`src/rtl/ppm_pkg.sv`:
```
package ppm_pkg;

    typedef enum logic [1:0] {
        PH_IDLE  = 2'd0,
        PH_BOOT  = 2'd1,
        PH_TRAIN = 2'd2
    } ppm_phase_e;

    typedef struct packed {
        logic tick;
        logic pulse_end;
        logic last;
        logic adopt;
    } seq_evt_t;

    // Count at which the request fires within the last entry.
    function automatic int unsigned lead_point(int unsigned period, int unsigned lead);
        return (period > lead) ? (period - lead) : 0;
    endfunction

    function automatic bit count_legal(int unsigned cnt, int unsigned depth);
        return (cnt != 0) && (cnt <= depth);
    endfunction

endpackage

```
`src/rtl/ppm_tick_gen.sv`:
```
module ppm_tick_gen #(
    parameter int CLK_DIV = 24
) (
    input  logic clk,
    input  logic rst,
    input  logic en_i,
    output logic tick_o
);
    generate
        if (CLK_DIV <= 1) begin : g_direct
            assign tick_o = en_i;
        end else begin : g_div
            localparam int PRE_W = $clog2(CLK_DIV);
            localparam logic [PRE_W-1:0] PRE_MAX = PRE_W'(CLK_DIV - 1);
            logic [PRE_W-1:0] pre_q;

            always_ff @(posedge clk) begin
                if (rst || !en_i)
                    pre_q <= '0;
                else if (pre_q == PRE_MAX)
                    pre_q <= '0;
                else
                    pre_q <= pre_q + 1'b1;
            end

            assign tick_o = en_i && (pre_q == PRE_MAX);

            a_r2_pre_range: assert property (@(posedge clk) disable iff (rst)
                pre_q <= PRE_MAX);
            a_r2_pre_step: assert property (@(posedge clk) disable iff (rst)
                (en_i && !tick_o) |=> (pre_q == $past(pre_q) + 1'b1));
        end
    endgenerate
endmodule

```
`src/rtl/ppm_period_bank.sv`:
```
module ppm_period_bank #(
    parameter int DEPTH = 8,
    parameter int PER_W = 16,
    localparam int IW   = (DEPTH > 1) ? $clog2(DEPTH) : 1
) (
    input  logic             clk,
    input  logic             rst,
    input  logic             wr_en_i,
    input  logic [IW-1:0]    wr_addr_i,
    input  logic [PER_W-1:0] wr_data_i,
    input  logic             swap_i,
    input  logic [IW-1:0]    rd_idx_i,
    output logic [PER_W-1:0] rd_data_o
);
    logic             play_q;
    logic [PER_W-1:0] mem_q [2][DEPTH];

    always_ff @(posedge clk) begin
        if (rst)
            play_q <= 1'b0;
        else if (swap_i)
            play_q <= ~play_q;
    end

    generate
        for (genvar b = 0; b < 2; b++) begin : g_bank
            for (genvar e = 0; e < DEPTH; e++) begin : g_ent
                always_ff @(posedge clk) begin
                    if (rst)
                        mem_q[b][e] <= '0;
                    else if (wr_en_i && (play_q != 1'(b)) && (int'(wr_addr_i) == e))
                        mem_q[b][e] <= wr_data_i;
                end
            end
        end
    endgenerate

    always_comb begin
        rd_data_o = '0;
        for (int e = 0; e < DEPTH; e++)
            if (int'(rd_idx_i) == e)
                rd_data_o = mem_q[play_q][e];
    end

    a_r8_bank_hold: assert property (@(posedge clk) disable iff (rst)
        !swap_i |=> $stable(play_q));
    a_r8_play_untouched: assert property (@(posedge clk) disable iff (rst)
        (!swap_i && !$isunknown(rd_idx_i)) |=> (mem_q[play_q][$past(rd_idx_i)] == $past(rd_data_o)) || ($past(rd_idx_i) != rd_idx_i));
endmodule

```
`src/rtl/ppm_seq.sv`:
```
module ppm_seq
    import ppm_pkg::*;
#(
    parameter int DEPTH       = 8,
    parameter int PER_W       = 16,
    parameter int DLY_W       = 10,
    parameter int LEAD_TICKS  = 4000,
    parameter int BOOT_PERIOD = 45000,
    parameter int BOOT_REQ    = 40000,
    localparam int IW = (DEPTH > 1) ? $clog2(DEPTH) : 1,
    localparam int CW = $clog2(DEPTH + 1)
) (
    input  logic             clk,
    input  logic             rst,
    input  logic             run_i,
    input  logic             tick_i,
    input  logic [DLY_W-1:0] delay_i,
    input  logic             commit_i,
    input  logic [CW-1:0]    commit_cnt_i,
    input  logic [PER_W-1:0] rd_data_i,
    output logic             tick_en_o,
    output logic [IW-1:0]    rd_idx_o,
    output logic             swap_o,
    output logic             active_o,
    output logic             frame_req_o
);
    localparam logic [PER_W-1:0] BOOT_PER_V = PER_W'(BOOT_PERIOD);
    localparam logic [PER_W-1:0] BOOT_REQ_V = PER_W'(BOOT_REQ);

    ppm_phase_e       phase_q;
    logic [PER_W-1:0] cnt_q;
    logic [IW-1:0]    idx_q;
    logic [CW-1:0]    len_q;
    logic [PER_W-1:0] cmp_q;
    logic             pend_q;
    logic [CW-1:0]    pend_len_q;

    logic [PER_W-1:0] period_now;
    logic [PER_W-1:0] req_pt;
    logic             commit_ok;
    seq_evt_t         ev;

    assign period_now = (phase_q == PH_BOOT) ? BOOT_PER_V : rd_data_i;
    assign req_pt     = (phase_q == PH_BOOT) ? BOOT_REQ_V
                      : PER_W'(lead_point(int'(period_now), LEAD_TICKS));
    assign commit_ok  = commit_i && count_legal(int'(commit_cnt_i), DEPTH);

    always_comb begin
        ev.tick      = tick_i;
        ev.pulse_end = ({1'b0, cnt_q} + 1'b1) >= {1'b0, period_now};
        ev.last      = (phase_q == PH_BOOT) ||
                       ((phase_q == PH_TRAIN) && (CW'(idx_q) == len_q - 1'b1));
        ev.adopt     = ev.tick && ev.pulse_end && ev.last && (pend_q || commit_ok);
    end

    always_ff @(posedge clk) begin
        if (rst) begin
            pend_q     <= 1'b0;
            pend_len_q <= '0;
        end else begin
            if (commit_ok)
                pend_len_q <= commit_cnt_i;
            if (ev.adopt)
                pend_q <= 1'b0;
            else if (commit_ok)
                pend_q <= 1'b1;
        end
    end

    always_ff @(posedge clk) begin
        if (rst) begin
            phase_q <= PH_IDLE;
            cnt_q   <= '0;
            idx_q   <= '0;
            len_q   <= '0;
            cmp_q   <= '0;
        end else if (!run_i) begin
            phase_q <= PH_IDLE;
            cnt_q   <= '0;
            idx_q   <= '0;
        end else if (phase_q == PH_IDLE) begin
            phase_q <= PH_BOOT;
            cnt_q   <= '0;
            idx_q   <= '0;
        end else if (ev.tick) begin
            if (ev.pulse_end) begin
                cnt_q <= '0;
                if (ev.adopt) begin
                    phase_q <= PH_TRAIN;
                    idx_q   <= '0;
                    len_q   <= commit_ok ? commit_cnt_i : pend_len_q;
                    cmp_q   <= PER_W'({delay_i, 1'b0});
                end else if (!ev.last) begin
                    idx_q <= idx_q + 1'b1;
                end
            end else begin
                cnt_q <= cnt_q + 1'b1;
            end
        end
    end

    assign tick_en_o   = run_i && (phase_q != PH_IDLE);
    assign rd_idx_o    = idx_q;
    assign swap_o      = ev.adopt;
    assign active_o    = (phase_q == PH_TRAIN) && (cnt_q >= cmp_q);
    assign frame_req_o = ev.tick && ev.last && (cnt_q == req_pt);

    a_r2_cnt_range: assert property (@(posedge clk) disable iff (rst)
        (phase_q != PH_IDLE && period_now != '0) |-> (cnt_q < period_now));
    a_r3_boot_quiet: assert property (@(posedge clk) disable iff (rst)
        (phase_q == PH_BOOT) |-> !active_o);
    a_r6_cmp_hold: assert property (@(posedge clk) disable iff (rst)
        !swap_o |=> $stable(cmp_q));
    a_r7_req_on_tick: assert property (@(posedge clk) disable iff (rst)
        frame_req_o |-> (tick_i && !$isunknown(cnt_q)));
    a_r7_req_single: assert property (@(posedge clk) disable iff (rst)
        frame_req_o |=> !frame_req_o);
    a_r8_swap_at_end: assert property (@(posedge clk) disable iff (rst)
        swap_o |=> (phase_q == PH_TRAIN && cnt_q == '0 && idx_q == '0));
    a_r5_idx_range: assert property (@(posedge clk) disable iff (rst)
        (phase_q == PH_TRAIN) |-> (CW'(idx_q) < len_q));
    a_r12_stop: assert property (@(posedge clk) disable iff (rst)
        !run_i |=> (phase_q == PH_IDLE));
endmodule

```
`src/rtl/ppm_train_gen.sv`:
```
module ppm_train_gen
    import ppm_pkg::*;
#(
    parameter int CLK_DIV     = 24,
    parameter int PER_W       = 16,
    parameter int DEPTH       = 8,
    parameter int DLY_W       = 10,
    parameter int LEAD_TICKS  = 4000,
    parameter int BOOT_PERIOD = 45000,
    parameter int BOOT_REQ    = 40000,
    localparam int IW = (DEPTH > 1) ? $clog2(DEPTH) : 1,
    localparam int CW = $clog2(DEPTH + 1)
) (
    input  logic             clk,
    input  logic             rst,
    input  logic             run_i,
    input  logic             pol_i,
    input  logic [DLY_W-1:0] delay_i,
    input  logic             wr_en_i,
    input  logic [IW-1:0]    wr_addr_i,
    input  logic [PER_W-1:0] wr_data_i,
    input  logic             commit_i,
    input  logic [CW-1:0]    commit_cnt_i,
    output logic             ppm_o,
    output logic             frame_req_o
);
    logic             tick;
    logic             tick_en;
    logic [IW-1:0]    rd_idx;
    logic [PER_W-1:0] rd_data;
    logic             swap;
    logic             active;

    ppm_tick_gen #(.CLK_DIV(CLK_DIV)) u_tick (
        .clk    (clk),
        .rst    (rst),
        .en_i   (tick_en),
        .tick_o (tick)
    );

    ppm_period_bank #(.DEPTH(DEPTH), .PER_W(PER_W)) u_bank (
        .clk       (clk),
        .rst       (rst),
        .wr_en_i   (wr_en_i),
        .wr_addr_i (wr_addr_i),
        .wr_data_i (wr_data_i),
        .swap_i    (swap),
        .rd_idx_i  (rd_idx),
        .rd_data_o (rd_data)
    );

    ppm_seq #(
        .DEPTH       (DEPTH),
        .PER_W       (PER_W),
        .DLY_W       (DLY_W),
        .LEAD_TICKS  (LEAD_TICKS),
        .BOOT_PERIOD (BOOT_PERIOD),
        .BOOT_REQ    (BOOT_REQ)
    ) u_seq (
        .clk          (clk),
        .rst          (rst),
        .run_i        (run_i),
        .tick_i       (tick),
        .delay_i      (delay_i),
        .commit_i     (commit_i),
        .commit_cnt_i (commit_cnt_i),
        .rd_data_i    (rd_data),
        .tick_en_o    (tick_en),
        .rd_idx_o     (rd_idx),
        .swap_o       (swap),
        .active_o     (active),
        .frame_req_o  (frame_req_o)
    );

    assign ppm_o = active ^ pol_i;

    a_r1_idle_line: assert property (@(posedge clk) disable iff (rst)
        $past(!run_i) && !run_i |-> (ppm_o == pol_i && !frame_req_o));
    a_r11_pol_flip: assert property (@(posedge clk) disable iff (rst)
        ($stable(active) && $changed(pol_i)) |-> $changed(ppm_o));
endmodule

```
`config.mk`:
```
export PLATFORM = sky130hd
export DESIGN_NAME = ppm_train_gen
export DESIGN_NICKNAME = d
export VERILOG_FILES = /design/src/rtl/ppm_pkg.sv /design/src/rtl/ppm_tick_gen.sv /design/src/rtl/ppm_period_bank.sv /design/src/rtl/ppm_seq.sv /design/src/rtl/ppm_train_gen.sv
export SDC_FILE = /design/constraint.sdc
export NUM_CORES = 1
export LEC_CHECK = 0
export CAP_MARGIN = 20
export CORE_MARGIN = 4
export CORE_UTILIZATION = 40
export CTS_CLUSTER_SIZE = 8
export DETAILED_ROUTE_END_ITERATION = 10
export PLACE_DENSITY_LB_ADDON = 0.12
export SLEW_MARGIN = 10
export SYNTH_ARGS = -nofsm -noshare
export SYNTH_HDL_FRONTEND = slang
export SYNTH_HIERARCHICAL = 1
export SYNTH_SLANG_ARGS = --single-unit
```
`constraint.sdc`:
```
create_clock -name clk -period 3.8 [get_ports clk]
set_input_delay 0.76 -clock clk [delete_from_list [all_inputs] [get_ports clk]]
set_output_delay 0.76 -clock clk [all_outputs]
set_load 0.02 [all_outputs]
```
# ---- After elaboration in Yosys (flattened, before gate mapping)
# Memories as Yosys holds them, arrays and structs flattened. A register that Yosys moved wholly into a read port is not among the register bits.
# Cells that the tools add are included.
dict set report totals {
  input_bits 39
  ff_bits 46
  mem_bits_ro 0
  memories 1
  mem_bits_rw 256
  out_inout_bits 2
  latchBits 0
  elab_cells 197
}
dict set report op_classes {
  muxes 87
  n_div 0
  n_lt_le_gt_ge 4
  n_mul 0
  n_bitwise 20
  shifts 0
  add_sub_neg 6
  n_eq_ne 20
  n_reduce_logical 49
}
# memory depth word_bits rd rd_clocked_by_memory_dff wr line
set memory_table {}
lappend memory_table {u_bank.mem_q 2 128 1 1 2 ppm_period_bank.sv:16} ;# logic [PER_W-1:0] mem_q [2][DEPTH];
# op n
set ops {}
lappend ops {{two-way mux 16 bit} 28}
lappend ops {{two-way mux 1 bit} 56}
lappend ops {{logical AND 1 bit} 29}
lappend ops {{== test 3 bit, second input constant} 8}
lappend ops {{adder 16 x 1 -> 17 bit, second input constant} 1}
lappend ops {{>= comparator 17 x 16 -> 1 bit} 1}
lappend ops {{adder 16 x 1 -> 16 bit, second input constant} 1}
lappend ops {{== test 16 bit} 1}
lappend ops {{>= comparator 16 x 11 -> 1 bit} 1}
lappend ops {{greater-than comparator 16 x 12 -> 1 bit, second input constant} 1}
lappend ops {{bitwise OR 1 bit} 16}
lappend ops {{subtractor 16 x 12 -> 16 bit, second input constant} 1}
lappend ops {{== test 3 x 2 -> 1 bit, second input constant} 4}
lappend ops {{AND reduction 3 bit} 3}
lappend ops {{nonzero test 2 bit} 4}
lappend ops {{== test 3 x 1 -> 1 bit, second input constant} 2}
lappend ops {{zero test 3 bit} 2}
lappend ops {{two-way mux 3 bit} 2}
lappend ops {{OR reduction 2 bit} 3}
lappend ops {{adder 5 x 1 -> 5 bit, second input constant} 1}
lappend ops {{== test 5 bit, second input constant} 1}
lappend ops {{AND reduction 5 bit} 1}
lappend ops {{== test 3 x 4 -> 1 bit} 1}
lappend ops {{<= comparator 4 bit, second input constant} 1}
lappend ops {{other kinds (13)} 17}

# ---- Depth between registers and ports, before layout
dict set report logic_depth {
  depth_word 18
  depth_mapped 17
  ltp_nobuf 15
}

# ---- Hierarchy
# The synthesis kept the hierarchy.
# mod area_each_um2 cells_per_inst instances
set modules_own_cells {}
lappend modules_own_cells {ppm_period_bank 12413.2 940 1}
lappend modules_own_cells {ppm_seq 3592.2 463 1}
lappend modules_own_cells {ppm_tick_gen 210.2 22 1}
lappend modules_own_cells {ppm_train_gen 8.8 1 1}

# ---- Worst setup path after synthesis
# No wires, ideal clock.
dict set report synth_path {
  kind {register to output}
  startpoint {register u_seq.idx_q[1] (netlist: u_seq/rd_idx_o[1])}
  endpoint {output frame_req_o}
  arrival_time_ns 3.651
  path_stages_with_launch 18
  required_time_ns 3.040
  path_buffers 3
  setup_slack_ns -0.611
  path_cell_list {dfxtp_1 -> nand2b_4 -> or2_1 -> buf_6 -> buf_12 -> o22ai_2 -> a221oi_2 -> o22ai_1 -> nor2_1 -> ha_1 -> clkbuf_1 -> or2b_1 -> o221ai_1 -> or2_2 -> o2111a_1 -> nor4_1 -> o2111ai_1 -> nor4_2}
}
dict set report synth_via {
  elab_chain_len 15
}
# element line
set synth_rtl {}
lappend synth_rtl {{from (decl)} ppm_seq.sv:32} ;# logic [IW-1:0] idx_q;
lappend synth_rtl {{from (signal assigned)} ppm_seq.sv:94} ;# idx_q <= idx_q + 1'b1;
lappend synth_rtl {{zero test 3 bit} ppm_period_bank.sv:41} ;# if (int'(rd_idx_i) == e)
lappend synth_rtl {{two-way mux 16 bit (7 in a row)} ppm_period_bank.sv:41}
lappend synth_rtl {{two-way mux 16 bit *} ppm_period_bank.sv:41}
lappend synth_rtl {{net rd_data[6]} ppm_train_gen.sv:30} ;# logic [PER_W-1:0] rd_data;
lappend synth_rtl {{two-way mux 16 bit *} ppm_seq.sv:43} ;# assign period_now = (phase_q == PH_BOOT) ? BOOT_PER_V : rd_data_i;
lappend synth_rtl {{subtractor 16 x 12 -> 16 bit or greater-than comparator 16 x 12 -> 1 bit (tied branches)} ppm_pkg.sv:18} ;# return (period > lead) ? (period - lead) : 0;
lappend synth_rtl {{two-way mux 16 bit *} ppm_pkg.sv:18}
lappend synth_rtl {{two-way mux 16 bit *} ppm_seq.sv:44} ;# assign req_pt = (phase_q == PH_BOOT) ? BOOT_REQ_V
lappend synth_rtl {{== test 16 bit *} ppm_seq.sv:106} ;# assign frame_req_o = ev.tick && ev.last && (cnt_q == req_pt);
lappend synth_rtl {{logical AND 1 bit *} ppm_seq.sv:106}
lappend synth_rtl {{to (decl)} ppm_train_gen.sv:25} ;# output logic frame_req_o
# Mark *: on every way through the listed nets, which the timed path passes. The rest lies on a longest branch.

==> results.ini <==
[clocking]
hold_buffers = 0
htree_levels = 2
clock_path_buffers = 3
clk_pin_slew_ns = 0.05
cts_made_buffers = 44
cts_tree = yes
root_buffer = clkbuf_16
cts.sinks = 303
clock_latency_ns = 0.57

[synthesis]
yosysMostFrequentCell = and2_1
synth-edff-count = 256
synth.top_cell.area_share_pct = 47.4
syn_area_per_cell_um2 = 11.4
yosysWarnings = 6
yosys.area.top_type = edfxtp_1
ys_top_cells_by_count = and2_1 (274), edfxtp_1 (256), mux2i_1 (110), o21ai_0 (82)
synth_ff_type = edfxtp_1
syn-num-nets = 1496
postSynth.asyncResetShare_pct = 0
syn_area_um2 = 16200
ys_types = 81
synthTopCellsByArea = edfxtp_1 (47%), and2_1 (11%), mux2i_1 (6.8%)
ys_seq_area_share_pct = 53.2
ys_ff_latch = 303
syn-instance-count = 1426

[timing]
rsz0062_at_grt = true
final-setup-viol-count = 39
whs_ns = 0.449
finalClockSkew_ns = 0.0251
slew_headroom_pct = 37.9
setup_slack_ns = -1.36
finalCriticalPeriod_ns = 5.16
fin_crit_sh_pct = 136
worst_pin_slew_ns = 0.929
max_freq_mhz = 194
hold_viol = 0
slew_viol_final = 0
finalSetupTns_ns = -8.40

[pwr]
power_leakage_nw = 7.18
worst_ir_drop_vdd_v = 0.000290
finalPower_mw = 7.91
cellPowerDensity_nw_per_um2 = 395

[global_route]
first_global_vias = 11353
antenna_found_initial = 3
grt_start_max_net_pins = 31
grt_pass1_wl_mm = 70.8
track_usage_pct = 21.2
grt_overflow = 0

[placement]
pre_cts_ws_ns = -1.42
dp_hpwl_mm = 32.0
place_area_um2 = 18200
gp_congestion = 0.870
placed_cells = 2055
io_buffer_count = 40

[route]
wl_mm = 47.3
wl_per_cell_um = 22.2
vias = 11522
drtPass1Iterations = 5
final_antenna_net_count = 0
drt-initial-drc-count = 862
via_per_inst = 5.41
drt_drc_violations_left = 0

[floorplan]
initial_core_util_pct = 40.6
die_h_um = 209
design.core.area_um2 = 39900
rows = 73
ios = 41
dieArea_um2 = 43800
die_x_um = 209

[setup_path]
max_stage_delay_ns = 0.37
cp_top_family = compound AO/OA/AOI/OAI gates
cp_slowest_cell = dfxtp_4
worst-path-stages = 16
worstPathCellList = buf_12 > buf_4 > mux2i_2 > o21ai_0 > buf_4 > a221oi_4 > o22ai_2 > nand4_1 > buf_4 > o221ai_1 > or2_4 > o2111a_1 > nor4_4 > o2111ai_4 > nor4_4 > buf_4
ff2ff_path_depth = 21
crit_top_cell = buf_4
crit_type = reg2out
endpoint_kind = output port
crit_buf_inv = 5
required_ns = 3.04
cp_max_fo = 11
arrival_ns = 4.40
cp-start-kind = register

[final_layout]
multiInputGateArea_um2 = 7440
final_cells = 2128
fill_cells = 3531
register_area_um2 = 8640
num-nets-final = 1658
fin_util_pct = 50.2
syn_to_final_growth_pct = 23.5
drive_above_1_share_pct = 21.2
stdcell_area_um2 = 20000

[hold_path]
hold_path_depth = 1
holdCritPathClass = reg2reg

[run]
drv_cap = 0

[run_status]
status = finished, violations left
violations = negative setup slack

## worst reg2reg max path: cells and delay by family, from the launching register on
family / cells / cell delay [ns]
flops: 1 / 0.36
buf+inv: 8 / 1.18
mux: 1 / 0.12
compound gates: 9 / 1.97
simple gates: 2 / 0.13
fa+ha+maj: 1 / 0.20
## sequential cells by signal (all words and copies together), names as in the netlist, named ones only
signal / flops
u_seq/pend_len_q: 4
u_seq/cnt_q: 16
u_seq/pend_q: 1
u_tick/g_div.pre_q: 5
u_seq/rd_idx_o: 3
u_seq/len_q: 4
u_bank/play_q: 1
u_seq/phase_q: 2
u_bank/mem_q: 256
u_seq/cmp_q: 10
## repair_timing
| item | CTS | global route |
|---|---|---|
| setup buffers | 6 | 5 |
| gates cloned | 1 | 1 |
| pin swaps | 14 | 24 |
| setup endpoints to repair | 40 | 39 |
| resized for setup | 46 | 61 |
## per-layer routing
layer  routed length (µm)  track usage (%)
met1                22300             31.7
met2                21200             32.0
met3                 2950             3.90
met4                  805             4.73
met5                    0                0
## path summary, 6_finish.rpt
kind / startpoint / slack (ns) / to
setup / recovery: register / -1.36 / frame_req_o
hold / removal: u_tick/g_div.pre_q[0] / 0.45 / u_tick/g_div.pre_q[0]
setup reg to reg: register / -0.26 / u_seq/cmp_q[9]
hold reg to reg: u_tick/g_div.pre_q[0] / 0.45 / u_tick/g_div.pre_q[0]
## logic make-up after synthesis
family                     share of synthesized area [%]
AOI/OAI and AO/OA                                   11.7
adders and majority gates                           2.39
buffers and inverters                               3.93
DFF                                                 53.2
and+or+nand+nor                                     19.9
xor gates and xnor gates                            1.81
muxes                                               7.06
## placed cells by master, fill, tap and decap left out, types with 6 or more instances in the layout
master,instances
and2_1,273
edfxtp_1,256
buf_4,159
mux2i_1,100
o21ai_0,61
nor2_1,60
clkbuf_16,47
dfxtp_1,43
nand2_1,38
clkdlybuf4s50_1,37
nor2b_1,37
a211oi_1,30
nand2b_1,29
ha_1,29
nand3_1,25
a21oi_1,24
o21ai_1,23
inv_1,23
o22ai_2,22
xnor2_1,18
a21o_1,15
buf_12,14
nand4_1,14
xor2_1,12
o21bai_1,12
a211oi_2,9
o22ai_1,9
clkbuf_1,8
nand3b_1,8
and3_1,8
nor3_1,8
mux2i_2,7
a221oi_2,7
a221oi_4,7
nor4_1,6
o211ai_1,6
## report_power, final
group	switching, mW	internal, mW	leakage (nW)	total [mW]
clock network	1.40	2.14	0.590	3.54
logic	0.325	0.219	3.75	0.544
registers	0.0510	3.77	2.83	3.82
total	1.77	6.13	7.18	7.91
## cell type report
cell class | instances | share of cell area, %
sequential | 303 | 43.1
multi-input combinational | 995 | 37.2
timing repair buffer | 219 | 9.90
clock buffer | 54 | 5.90
tap | 525 | 3.28
inverter | 25 | 0.468
clock inverter | 4 | 0.144
antenna | 3 | 0.0375
No activity file was read; power rests on OpenSTA's default activity.
